==> config.mk <==
export PLATFORM = sky130hd
export DESIGN_NAME = txde_mapper
export DESIGN_NICKNAME = d
export VERILOG_FILES = /design/src/rtl/txde_pkg.sv /design/src/rtl/txde_hist.sv /design/src/rtl/txde_wt_gate.sv /design/src/rtl/txde_level.sv /design/src/rtl/txde_mapper.sv
export SDC_FILE = /design/constraint.sdc
export NUM_CORES = 1
export LEC_CHECK = 0
export ABC_AREA = 1
export BUFFER_PORTS_ARGS = -buffer_cell sky130_fd_sc_hd__buf_2
export CORE_ASPECT_RATIO = 1.4
export CORE_MARGIN = 5
export CORE_UTILIZATION = 62
export CTS_BUF_LIST = sky130_fd_sc_hd__clkbuf_4 sky130_fd_sc_hd__clkbuf_8
export CTS_CLUSTER_DIAMETER = 200
export DETAILED_ROUTE_END_ITERATION = 12
export PLACE_DENSITY = 0.9
export SYNTH_ARGS = -nofsm -noshare
export SYNTH_HDL_FRONTEND = slang
export SYNTH_HIERARCHICAL = 1
export SYNTH_SLANG_ARGS = --single-unit
==> constraint.sdc <==
create_clock -name clk -period 6.4 [get_ports clk]
set_clock_uncertainty 0.2 [all_clocks]
set_input_delay 1.28 -clock clk [delete_from_list [all_inputs] [get_ports clk]]
set_output_delay 1.28 -clock clk [all_outputs]
set_load 0.02 [all_outputs]
==> src/rtl/txde_pkg.sv <==
package txde_pkg;

    // Drive polarity of one symbol as seen by the level combiner.
    typedef enum logic {
        SYM_NEG = 1'b0,
        SYM_POS = 1'b1
    } sym_e;

    // Convert a raw bit to the symbol polarity.
    function automatic sym_e to_sym(input logic b);
        return b ? SYM_POS : SYM_NEG;
    endfunction

endpackage

==> src/rtl/txde_hist.sv <==
module txde_hist
    import txde_pkg::*;
(
    input  logic clk,
    input  logic rst_n,
    input  logic acc_i,
    input  logic bit_i,
    output sym_e prv_o,
    output sym_e cur_o,
    output logic primed_o
);

    typedef struct packed {
        sym_e prv;
        sym_e cur;
        logic primed;
    } hist_t;

    hist_t st_d, st_q;

    always_comb begin
        st_d = st_q;
        if (acc_i) begin
            st_d.prv    = st_q.cur;
            st_d.cur    = to_sym(bit_i);
            st_d.primed = 1'b1;
        end
    end

    always_ff @(posedge clk) begin
        if (!rst_n) begin
            st_q <= '{prv: SYM_NEG, cur: SYM_NEG, primed: 1'b0};
        end else begin
            st_q <= st_d;
        end
    end

    assign prv_o    = st_q.prv;
    assign cur_o    = st_q.cur;
    assign primed_o = st_q.primed;

    // History only advances on an accepted symbol.
    assert_hist_hold_R4: assert property (@(posedge clk) disable iff (!rst_n)
        !acc_i |=> $stable(st_q));

endmodule

==> src/rtl/txde_wt_gate.sv <==
module txde_wt_gate #(
    parameter int WT_W     = 7,
    parameter int MAIN_LVL = 100
) (
    input  logic            clk,
    input  logic            rst_n,
    input  logic            acc_i,
    input  logic [WT_W-1:0] pre_i,
    input  logic [WT_W-1:0] post_i,
    output logic [WT_W-1:0] pre_nx_o,
    output logic [WT_W-1:0] post_nx_o
);

    localparam logic [WT_W:0] MAX_SUM = (WT_W+1)'(MAIN_LVL - 1);

    typedef struct packed {
        logic [WT_W-1:0] pre;
        logic [WT_W-1:0] post;
    } wt_t;

    wt_t st_d, st_q;
    logic [WT_W:0] offer_sum;
    logic          offer_ok;

    always_comb begin
        offer_sum = {1'b0, pre_i} + {1'b0, post_i};
        offer_ok  = (offer_sum <= MAX_SUM);
        st_d      = st_q;
        if (acc_i && offer_ok) begin
            st_d.pre  = pre_i;
            st_d.post = post_i;
        end
    end

    always_ff @(posedge clk) begin
        if (!rst_n) begin
            st_q <= '0;
        end else begin
            st_q <= st_d;
        end
    end

    assign pre_nx_o  = st_d.pre;
    assign post_nx_o = st_d.post;

    // The stored pair can never let the side taps reach the main cursor.
    assert_wsum_R6: assert property (@(posedge clk) disable iff (!rst_n)
        ({1'b0, st_q.pre} + {1'b0, st_q.post}) <= MAX_SUM);

    // Weights move only at a symbol boundary.
    assert_wt_hold_R7: assert property (@(posedge clk) disable iff (!rst_n)
        !acc_i |=> $stable(st_q));

endmodule

==> src/rtl/txde_level.sv <==
module txde_level
    import txde_pkg::*;
#(
    parameter int OUT_W    = 8,
    parameter int WT_W     = 7,
    parameter int MAIN_LVL = 100
) (
    input  logic                    clk,
    input  logic                    rst_n,
    input  logic                    acc_i,
    input  logic                    primed_i,
    input  sym_e                    prv_i,
    input  sym_e                    cur_i,
    input  logic                    nxt_i,
    input  logic [WT_W-1:0]         pre_i,
    input  logic [WT_W-1:0]         post_i,
    output logic signed [OUT_W-1:0] lvl_o,
    output logic                    vld_o
);

    localparam int SUM_W = ((OUT_W > WT_W) ? OUT_W : WT_W) + 3;
    localparam logic signed [SUM_W-1:0] MAIN_S = SUM_W'(MAIN_LVL);
    localparam logic signed [SUM_W-1:0] OMAX_S = SUM_W'((1 << (OUT_W-1)) - 1);
    localparam logic signed [SUM_W-1:0] OMIN_S = -SUM_W'(1 << (OUT_W-1));

    typedef struct packed {
        logic [OUT_W-1:0] lvl;
        logic             vld;
        sym_e             sym;
    } lvl_t;

    lvl_t st_d, st_q;
    logic signed [SUM_W-1:0] main_t, post_t, pre_t, raw;

    always_comb begin
        main_t = (cur_i == SYM_POS) ? MAIN_S : -MAIN_S;
        post_t = $signed({{(SUM_W-WT_W){1'b0}}, post_i});
        pre_t  = $signed({{(SUM_W-WT_W){1'b0}}, pre_i});
        // Subtract each neighbour's weighted polarity.
        raw = main_t
            + ((prv_i == SYM_POS) ? -post_t : post_t)
            + (nxt_i ? -pre_t : pre_t);

        st_d     = st_q;
        st_d.vld = 1'b0;
        if (acc_i && primed_i) begin
            st_d.vld = 1'b1;
            st_d.sym = cur_i;
            if (raw > OMAX_S) begin
                st_d.lvl = OMAX_S[OUT_W-1:0];
            end else if (raw < OMIN_S) begin
                st_d.lvl = OMIN_S[OUT_W-1:0];
            end else begin
                st_d.lvl = raw[OUT_W-1:0];
            end
        end
    end

    always_ff @(posedge clk) begin
        if (!rst_n) begin
            st_q <= '{lvl: '0, vld: 1'b0, sym: SYM_NEG};
        end else begin
            st_q <= st_d;
        end
    end

    assign lvl_o = $signed(st_q.lvl);
    assign vld_o = st_q.vld;

    // Emitted sign follows the main-cursor symbol and is never zero.
    assert_sign_R9: assert property (@(posedge clk) disable iff (!rst_n)
        st_q.vld |-> (st_q.lvl != '0) && (st_q.lvl[OUT_W-1] == (st_q.sym == SYM_NEG)));

endmodule

==> src/rtl/txde_mapper.sv <==
module txde_mapper #(
    parameter int OUT_W    = 8,
    parameter int WT_W     = 7,
    parameter int MAIN_LVL = 100
) (
    input  logic                    clk,
    input  logic                    rst_n,
    input  logic                    sym_vld_i,
    input  logic                    sym_bit_i,
    input  logic [WT_W-1:0]         pre_wt_i,
    input  logic [WT_W-1:0]         post_wt_i,
    output logic signed [OUT_W-1:0] lvl_o,
    output logic                    lvl_vld_o
);

    import txde_pkg::*;

    sym_e            prv_s, cur_s;
    logic            primed;
    logic [WT_W-1:0] pre_nx, post_nx;

    txde_hist u_hist (
        .clk      (clk),
        .rst_n    (rst_n),
        .acc_i    (sym_vld_i),
        .bit_i    (sym_bit_i),
        .prv_o    (prv_s),
        .cur_o    (cur_s),
        .primed_o (primed)
    );

    txde_wt_gate #(.WT_W(WT_W), .MAIN_LVL(MAIN_LVL)) u_wt (
        .clk       (clk),
        .rst_n     (rst_n),
        .acc_i     (sym_vld_i),
        .pre_i     (pre_wt_i),
        .post_i    (post_wt_i),
        .pre_nx_o  (pre_nx),
        .post_nx_o (post_nx)
    );

    txde_level #(.OUT_W(OUT_W), .WT_W(WT_W), .MAIN_LVL(MAIN_LVL)) u_lvl (
        .clk      (clk),
        .rst_n    (rst_n),
        .acc_i    (sym_vld_i),
        .primed_i (primed),
        .prv_i    (prv_s),
        .cur_i    (cur_s),
        .nxt_i    (sym_bit_i),
        .pre_i    (pre_nx),
        .post_i   (post_nx),
        .lvl_o    (lvl_o),
        .vld_o    (lvl_vld_o)
    );

    // No new code without a fresh acceptance in the cycle before.
    assert_vld_src_R3: assert property (@(posedge clk) disable iff (!rst_n)
        lvl_vld_o |-> $past(sym_vld_i));

    // Output holds through idle cycles.
    assert_idle_hold_R4: assert property (@(posedge clk) disable iff (!rst_n)
        !sym_vld_i |=> $stable(lvl_o) && !lvl_vld_o);

endmodule

; ---- Yosys cells after proc, flatten, opt, wreduce, memory -nomap -nowiden
; Cells that the tools add are included.
[classes]
addsub = 5
reduce_logical = 2
magnitude_cmp = 3
muxes = 8
[ops]
columns = cell, n
row1 = 11-bit 2-to-1 mux, 3
row2 = 11-bit adder, 2
row3 = 7-bit negation with 11-bit output, 2
row4 = 8-bit 2-to-1 mux, 2
row5 = 14-bit 2-to-1 mux, 1
row6 = 11-bit by 8-bit > comparator with 1-bit output (second input constant), 1
row7 = 11-bit by 8-bit < comparator with 1-bit output (second input constant), 1
row8 = 7-bit by 7-bit adder with 8-bit output, 1
row9 = 8-bit by 7-bit <= comparator with 1-bit output (second input constant), 1
row10 = 1-bit logical AND, 2
row11 = 2-bit 2-to-1 mux, 1
row12 = 1-bit 2-to-1 mux, 1
[word_totals]
in_bits = 18
ff_bits = 27

; ---- Depth between registers and ports, before layout
[logic_depth]
ltp_word = 11
depth_mapped = 39

; ---- Hierarchy
; Netlist, hierarchy kept.
[modules_own_cells]
columns = mod, n_inst, area_per_inst_um2, cells_per_inst, seq_area_each_um2
row1 = txde_level, 1, 1498.9, 235, 180.2
row2 = txde_wt_gate, 1, 1141.1, 171, 280.3
row3 = txde_hist, 1, 105.1, 14, 60.1

; ---- Least setup slack after synthesis
; Ideal clock, no wire load.
[synth_timing]
path_kind = input to register
from = input pre_wt_i[0]
to = register u_lvl.st_q, in the netlist u_lvl/lvl_o[6]
arrival_ns = 5.205
path_slack_ns = 0.929
stages = 35
setup_time_ns = 0.066
path_cell_list = ha_1 -> inv_1 -> fa_1 -> inv_1 -> nand2_1 -> nand2_1 -> nand3_1 -> nand3_1 -> nand2_2 -> nor2_4 -> nand2_4 -> nand2_4 -> buf_6 -> nand2_2 -> nand2_2 -> inv_1 -> inv_1 -> ha_1 -> nand3_1 -> o21ai_0 -> xor2_1 -> fa_1 -> inv_1 -> ha_1 -> nand2_2 -> inv_1 -> a21oi_1 -> nand2_1 -> nand2_1 -> nand2_1 -> nor2_2 -> nand3_2 -> nand2_4 -> nand2_1 -> a21oi_2
[synth_via]
word_cells_on_any_way = 14
[synth_rtl]
columns = element, line_no
row1 = from (decl), txde_mapper.sv:10  ; input logic [WT_W-1:0] pre_wt_i,
row2 = 7-bit by 7-bit adder with 8-bit output, txde_wt_gate.sv:26  ; offer_sum = {1'b0, pre_i} + {1'b0, post_i};
row3 = 8-bit by 7-bit <= comparator with 1-bit output, txde_wt_gate.sv:27  ; offer_ok = (offer_sum <= MAX_SUM);
row4 = 1-bit logical AND, txde_wt_gate.sv:29  ; if (acc_i && offer_ok) begin
row5 = 14-bit 2-to-1 mux *, txde_wt_gate.sv:29
row6 = via pre_nx[0], txde_mapper.sv:20  ; logic [WT_W-1:0] pre_nx, post_nx;
row7 = 7-bit negation with 11-bit output, txde_level.sv:42  ; + (nxt_i ? -pre_t : pre_t);
row8 = 11-bit 2-to-1 mux *, txde_level.sv:42
row9 = 11-bit adder *, txde_level.sv:42
row10 = 11-bit by 8-bit < comparator with 1-bit output, txde_level.sv:51  ; end else if (raw < OMIN_S) begin
row11 = 8-bit 2-to-1 mux, txde_level.sv:51
row12 = 8-bit 2-to-1 mux *, txde_level.sv:49  ; if (raw > OMAX_S) begin
row13 = to (signal assigned), txde_level.sv:61  ; st_q <= '{lvl: '0, vld: 1'b0, sym: SYM_NEG};
row14 = to (signal assigned), txde_level.sv:63  ; st_q <= st_d;
row15 = to (decl), txde_level.sv:32  ; lvl_t st_d, st_q;
; The timed path passes the listed nets; every way through them passes the cells marked *.
; A chain may end at the register's enable or synchronous reset.

; ---- Final worst setup path
[layout_timing]
from = input pre_wt_i[0]
to = register u_lvl.st_q, in the netlist u_lvl/lvl_o[6]
[layout_via]
elab_chain_len = 11
word_cells_on_any_way = 14
[layout_rtl]
columns = element, line_no
row1 = 7-bit by 7-bit adder with 8-bit output *, txde_wt_gate.sv:26
row2 = 8-bit by 7-bit <= comparator with 1-bit output *, txde_wt_gate.sv:27
row3 = 1-bit logical AND *, txde_wt_gate.sv:29
row4 = 14-bit 2-to-1 mux *, txde_wt_gate.sv:29
row5 = via post_nx[0], txde_mapper.sv:20
row6 = 7-bit negation with 11-bit output, txde_level.sv:41  ; + ((prv_i == SYM_POS) ? -post_t : post_t)
row7 = 11-bit 2-to-1 mux *, txde_level.sv:41
row8 = 11-bit adder *, txde_level.sv:41
row9 = 11-bit adder *, txde_level.sv:42
row10 = 11-bit by 8-bit < comparator with 1-bit output, txde_level.sv:51
row11 = 8-bit 2-to-1 mux, txde_level.sv:51
row12 = 8-bit 2-to-1 mux *, txde_level.sv:49
; Marks and branches as above.

==> results_tabular.tex <==
\begin{tabular}{lr}
\hline
Metric & Value \\
\hline
\multicolumn{2}{l}{\textbf{GRT}} \\
First-pass GRT wire length & 10.2 mm \\
Number of global-route vias before repair & 2542 \\
Total Routing Usage GR & a little over a fifth \\
Pin count of the biggest net entering global routing & 16 \\
Number of antenna violations at the first check in global routing & 0 \\
Overflow after GRT & 0 \\
\multicolumn{2}{l}{\textbf{Layout}} \\
Area growth from synthesis to layout & 8.80\% \\
Final net count & about 490 \\
Proportion of layout cells with a drive suffix above 1 & 21.6\% \\
Number of filler cells placed in the layout & $\sim$360 \\
Diodes inserted & 0 \\
\multicolumn{2}{l}{\textbf{Critical path}} \\
Category of the worst setup path capture point & register \\
End of the worst register-to-register path & u\_lvl/lvl\_o[6] \\
Top fanout value on the critical path & 15 \\
R2R Path Start & u\_wt/st\_q[7] \\
Worst reg-to-reg setup slack & a little under 3 ns \\
Data arrival, critical path & 5.82 ns \\
Length in cells of the worst reg-to-reg path & 22 \\
Cell type with the highest occurrence count on the critical path & sky130\_fd\_sc\_hd\_\_nand2\_1 \\
CP max stage cell & sky130\_fd\_sc\_hd\_\_fa\_1 \\
Data required time at the worst endpoint & approximately 6.4 ns \\
Worst Path Class, Setup & input port to register \\
Critical path's largest stage delay & between 0.5 and 0.6 ns \\
CP Launch Type & input port \\
\multicolumn{2}{l}{\textbf{Synthesis}} \\
Most numerous cell in the Yosys netlist & sky130\_fd\_sc\_hd\_\_nand2\_1 \\
Combined area of all synthesized cells & about 2700 µm² \\
Top cells by area, synth & sky130\_fd\_sc\_hd\_\_dfxtp\_1 19\%, sky130\_fd\_sc\_hd\_\_nand2\_1 13\%, sky130\_fd\_sc\_hd\_\_inv\_1 13\% \\
Post-Syn Area per Cell & $\sim$6.5 µm² \\
Largest area contributor in the netlist & sky130\_fd\_sc\_hd\_\_dfxtp\_1 \\
Number of synthesized register bits & 26 \\
Proportion of synthesized chip area in sequential cells & between 10\% and 20\% \\
Post-synth ARST share & 0\% \\
Most common flop cell mapped by yosys & sky130\_fd\_sc\_hd\_\_dfxtp\_1 \\
Yosys warnings & 6 \\
Library cells used by synthesis & 28 \\
Commonest cells in the netlist & 98 x sky130\_fd\_sc\_hd\_\_nand2\_1, 93 x sky130\_fd\_sc\_hd\_\_inv\_1, 34 x sky130\_fd\_sc\_hd\_\_nand3\_1, 28 x sky130\_fd\_sc\_hd\_\_nand2\_2, 26 x sky130\_fd\_sc\_hd\_\_dfxtp\_1 \\
Number of instances in the synthesized netlist & between 400 and 500 \\
Post-Synthesis Net Count & roughly 470 \\
Number of flops mapped to enable cells by yosys & 0 \\
Share of the synthesized area in the top cell type & about a fifth \\
\multicolumn{2}{l}{\textbf{Clock network}} \\
Latest clock arrival within the worst-skew pair & about 0.27 ns \\
Clock Path Buffers & 2 \\
Clock transition at the registers of the reported paths & 0.09 ns \\
Post-CTS Repair Setup Buffers & 0 \\
H-tree Lvls & 1 \\
Hold buffer count at CTS & 0 \\
TritonCTS clock tree & built \\
Post-cts repair resize count & 0 \\
Number of sinks on the clock net & 26 \\
Total CTS buffers & 3 \\
Clock root cell & sky130\_fd\_sc\_hd\_\_clkbuf\_8 \\
\multicolumn{2}{l}{\textbf{Die}} \\
Ports placed on the boundary & 27 \\
Number of core rows & 28 \\
Die span in x & $\sim$66 µm \\
Die ar. & $\sim$6000 µm² \\
Initial core utilization & roughly 64\% \\
Core region area & around 4300 µm² \\
Floorplan die height & 88.7 µm \\
\multicolumn{2}{l}{\textbf{Timing}} \\
Final setup viols & 0 \\
Unrepaired setup endpoints after global routing & no \\
Achievable clock frequency & approximately 0.17 GHz \\
Final Slew Violations & 0 \\
Final clock period utilization by the worst path & 91.5\% \\
Final min period & 5.86 ns \\
Final-layout setup total negative slack & 0 ns \\
Least-Margin Pin Slew & 0.560 ns \\
Worst slew slack as a fraction of its limit & between 60\% and 70\% \\
Hold Violations, Final & 0 \\
\multicolumn{2}{l}{\textbf{Outcome}} \\
Result of the run & completed \\
\multicolumn{2}{l}{\textbf{Pwr}} \\
Cell-internal power & around 530 µW \\
Fraction of power spent switching nets & 50.1\% \\
Cell Pwr Density & roughly 360 nW/µm² \\
Worst IR drop on VDD & around 0.15 mV \\
Register share of total power & 17.7\% \\
PnR Total Power & 1.06 mW \\
Combinational share of power & between 60\% and 70\% \\
Leakage & about 1.7 nW \\
Net switching power figure & roughly 530 µW \\
Share of power burned in the clock network & roughly an eighth \\
\multicolumn{2}{l}{\textbf{Job}} \\
Max\_cap viols & 0 \\
\multicolumn{2}{l}{\textbf{Placed design}} \\
Estimated wirelength of the detail-placed design & 4.92 mm \\
\# port buffers & 26 \\
GP Congestion & a little under 1 \\
\multicolumn{2}{l}{\textbf{Route}} \\
First-pass iteration count of the detailed router & 4 \\
Total number of vias & roughly 2600 \\
DRC marker count from the first detailed-route iteration & approximately 140 \\
Post-detailed-route DRC marker count & 0 \\
Total Wirelength & between 5 and 6 mm \\
Via density per instance & 5.08 \\
Post-detailed-route count of antenna-violating nets & 0 \\
Detailed-route wire length per cell & roughly 12 µm \\
\multicolumn{2}{l}{\textbf{Hold path}} \\
Number of cells on the worst hold path & 1 \\
Worst Hold Endpoint & u\_hist/primed\_o \\
Class of the worst hold path & register to register \\
Startpoint of the most critical hold path & u\_hist/primed\_o \\
\hline
\end{tabular}
## area by class of cell
class | instances | area (µm²) | area share (%)
inverter | 101 | 382 | 12.8
timing repair buffer | 26 | 130 | 4.36
multi-input combinational | 287 | 1810 | 60.5
clock buffer | 3 | 41.3 | 1.38
clock inverter | 1 | 30.0 | 1.01
tap | 60 | 75.1 | 2.51
sequential | 26 | 520 | 17.4
## per-layer routing
layer | track usage, % | wire (µm)
met1 | 20.4 | 2130
met2 | 45.0 | 3200
met3 | 2.03 | 200
met4 | 12.0 | 324
met5 | 0 | 0
## cell usage in the layout (no fill, tap or decap)
cell                        count
sky130_fd_sc_hd__buf_2         26
sky130_fd_sc_hd__nand2_4        5
sky130_fd_sc_hd__nand2_2       28
sky130_fd_sc_hd__xor2_1        14
sky130_fd_sc_hd__nor3_1         1
sky130_fd_sc_hd__inv_4          1
sky130_fd_sc_hd__a21oi_1       10
sky130_fd_sc_hd__o21a_1         1
sky130_fd_sc_hd__nand3_2        3
sky130_fd_sc_hd__nor2_1        21
sky130_fd_sc_hd__ha_1          21
sky130_fd_sc_hd__nand4_1        1
sky130_fd_sc_hd__o21bai_1       2
sky130_fd_sc_hd__nand3_1       34
sky130_fd_sc_hd__dfxtp_1       26
sky130_fd_sc_hd__bufinv_16      1
sky130_fd_sc_hd__xnor2_1        2
sky130_fd_sc_hd__inv_1         93
sky130_fd_sc_hd__nand3b_1       4
sky130_fd_sc_hd__fa_1           9
sky130_fd_sc_hd__clkbuf_8       3
sky130_fd_sc_hd__nand2_1       98
sky130_fd_sc_hd__nor2_2        12
sky130_fd_sc_hd__a31oi_4        1
sky130_fd_sc_hd__nor2_4         1
sky130_fd_sc_hd__o21ai_0       11
sky130_fd_sc_hd__inv_2          7
sky130_fd_sc_hd__a21oi_2        8
## per-stage QoR
step           utilization, %  hold WS (ns)  setup slack, ns  std cells  instance area [µm²]
3_3_place_gp             68.2         0.238            0.441        500                 2920
5_1_grt                  69.9         0.287            0.113        504                 2990
2_1_floorplan               -         0.228            0.929        420                 2750
6_report                 69.9         0.264            0.543        504                 2990
3_5_place_dp             68.2         0.246            0.284        500                 2920
4_1_cts                  69.9         0.267            0.533        504                 2990
## how the worst max path moves through the flow
stage / start / to / slack (ns)
CTS: pre_wt_i[0] / u_lvl/lvl_o[6] / 0.53
global route: pre_wt_i[0] / u_lvl/lvl_o[1] / 0.11
floorplan: pre_wt_i[0] / u_lvl/lvl_o[6] / 0.93
detailed placement: pre_wt_i[0] / u_lvl/lvl_o[6] / 0.28
global placement: pre_wt_i[0] / u_lvl/lvl_o[4] / 0.44
finish: pre_wt_i[0] / u_lvl/lvl_o[6] / 0.54
## flip-flops by register name, indices dropped and copies added (netlist names)
register and count:
u_hist/primed_o 1, u_hist/prv_o 1, u_hist/cur_o 1, u_lvl/vld_o 1, u_lvl/lvl_o 8, u_wt/st_q 14
## critical path, delay by kind of cell
kind                     cells  cell delay (ns)
AND/OR/NAND/NOR             18             1.74
XOR/XNOR                     1             0.12
AO/OA/AOI/OAI                3             0.45
adder cells (fa/ha/maj)      5             1.63
buffers and inverters        7             0.59
## power groups by stage
| stage | Clock (mW) | Combinational (mW) | Sequential, mW |
|---|---|---|---|
| 6_report | 0.135 | 0.740 | 0.188 |
| 5_1_grt | 0.144 | 0.839 | 0.190 |
| 4_1_cts | 0.137 | 0.739 | 0.188 |
| 3_5_place_dp | 0 | 0.733 | 0.192 |
| 3_3_place_gp | 0 | 0.713 | 0.191 |
| 2_1_floorplan | 0 | 0.585 | 0.197 |
## cell families (layout without fill, tap and decap cells)
kind of cell               count (synthesis)  after routing  synth area share (%)
xor gates and xnor gates                  16             16                  5.11
buffers and inverters                    107            131                  15.2
DFF                                       26             26                  19.0
and+or+nand+nor                          208            208                  36.6
AOI/OAI and AO/OA                         33             33                  7.98
adders and majority gates                 30             30                  16.1
Note: power is estimated with default switching activity, not from simulation.
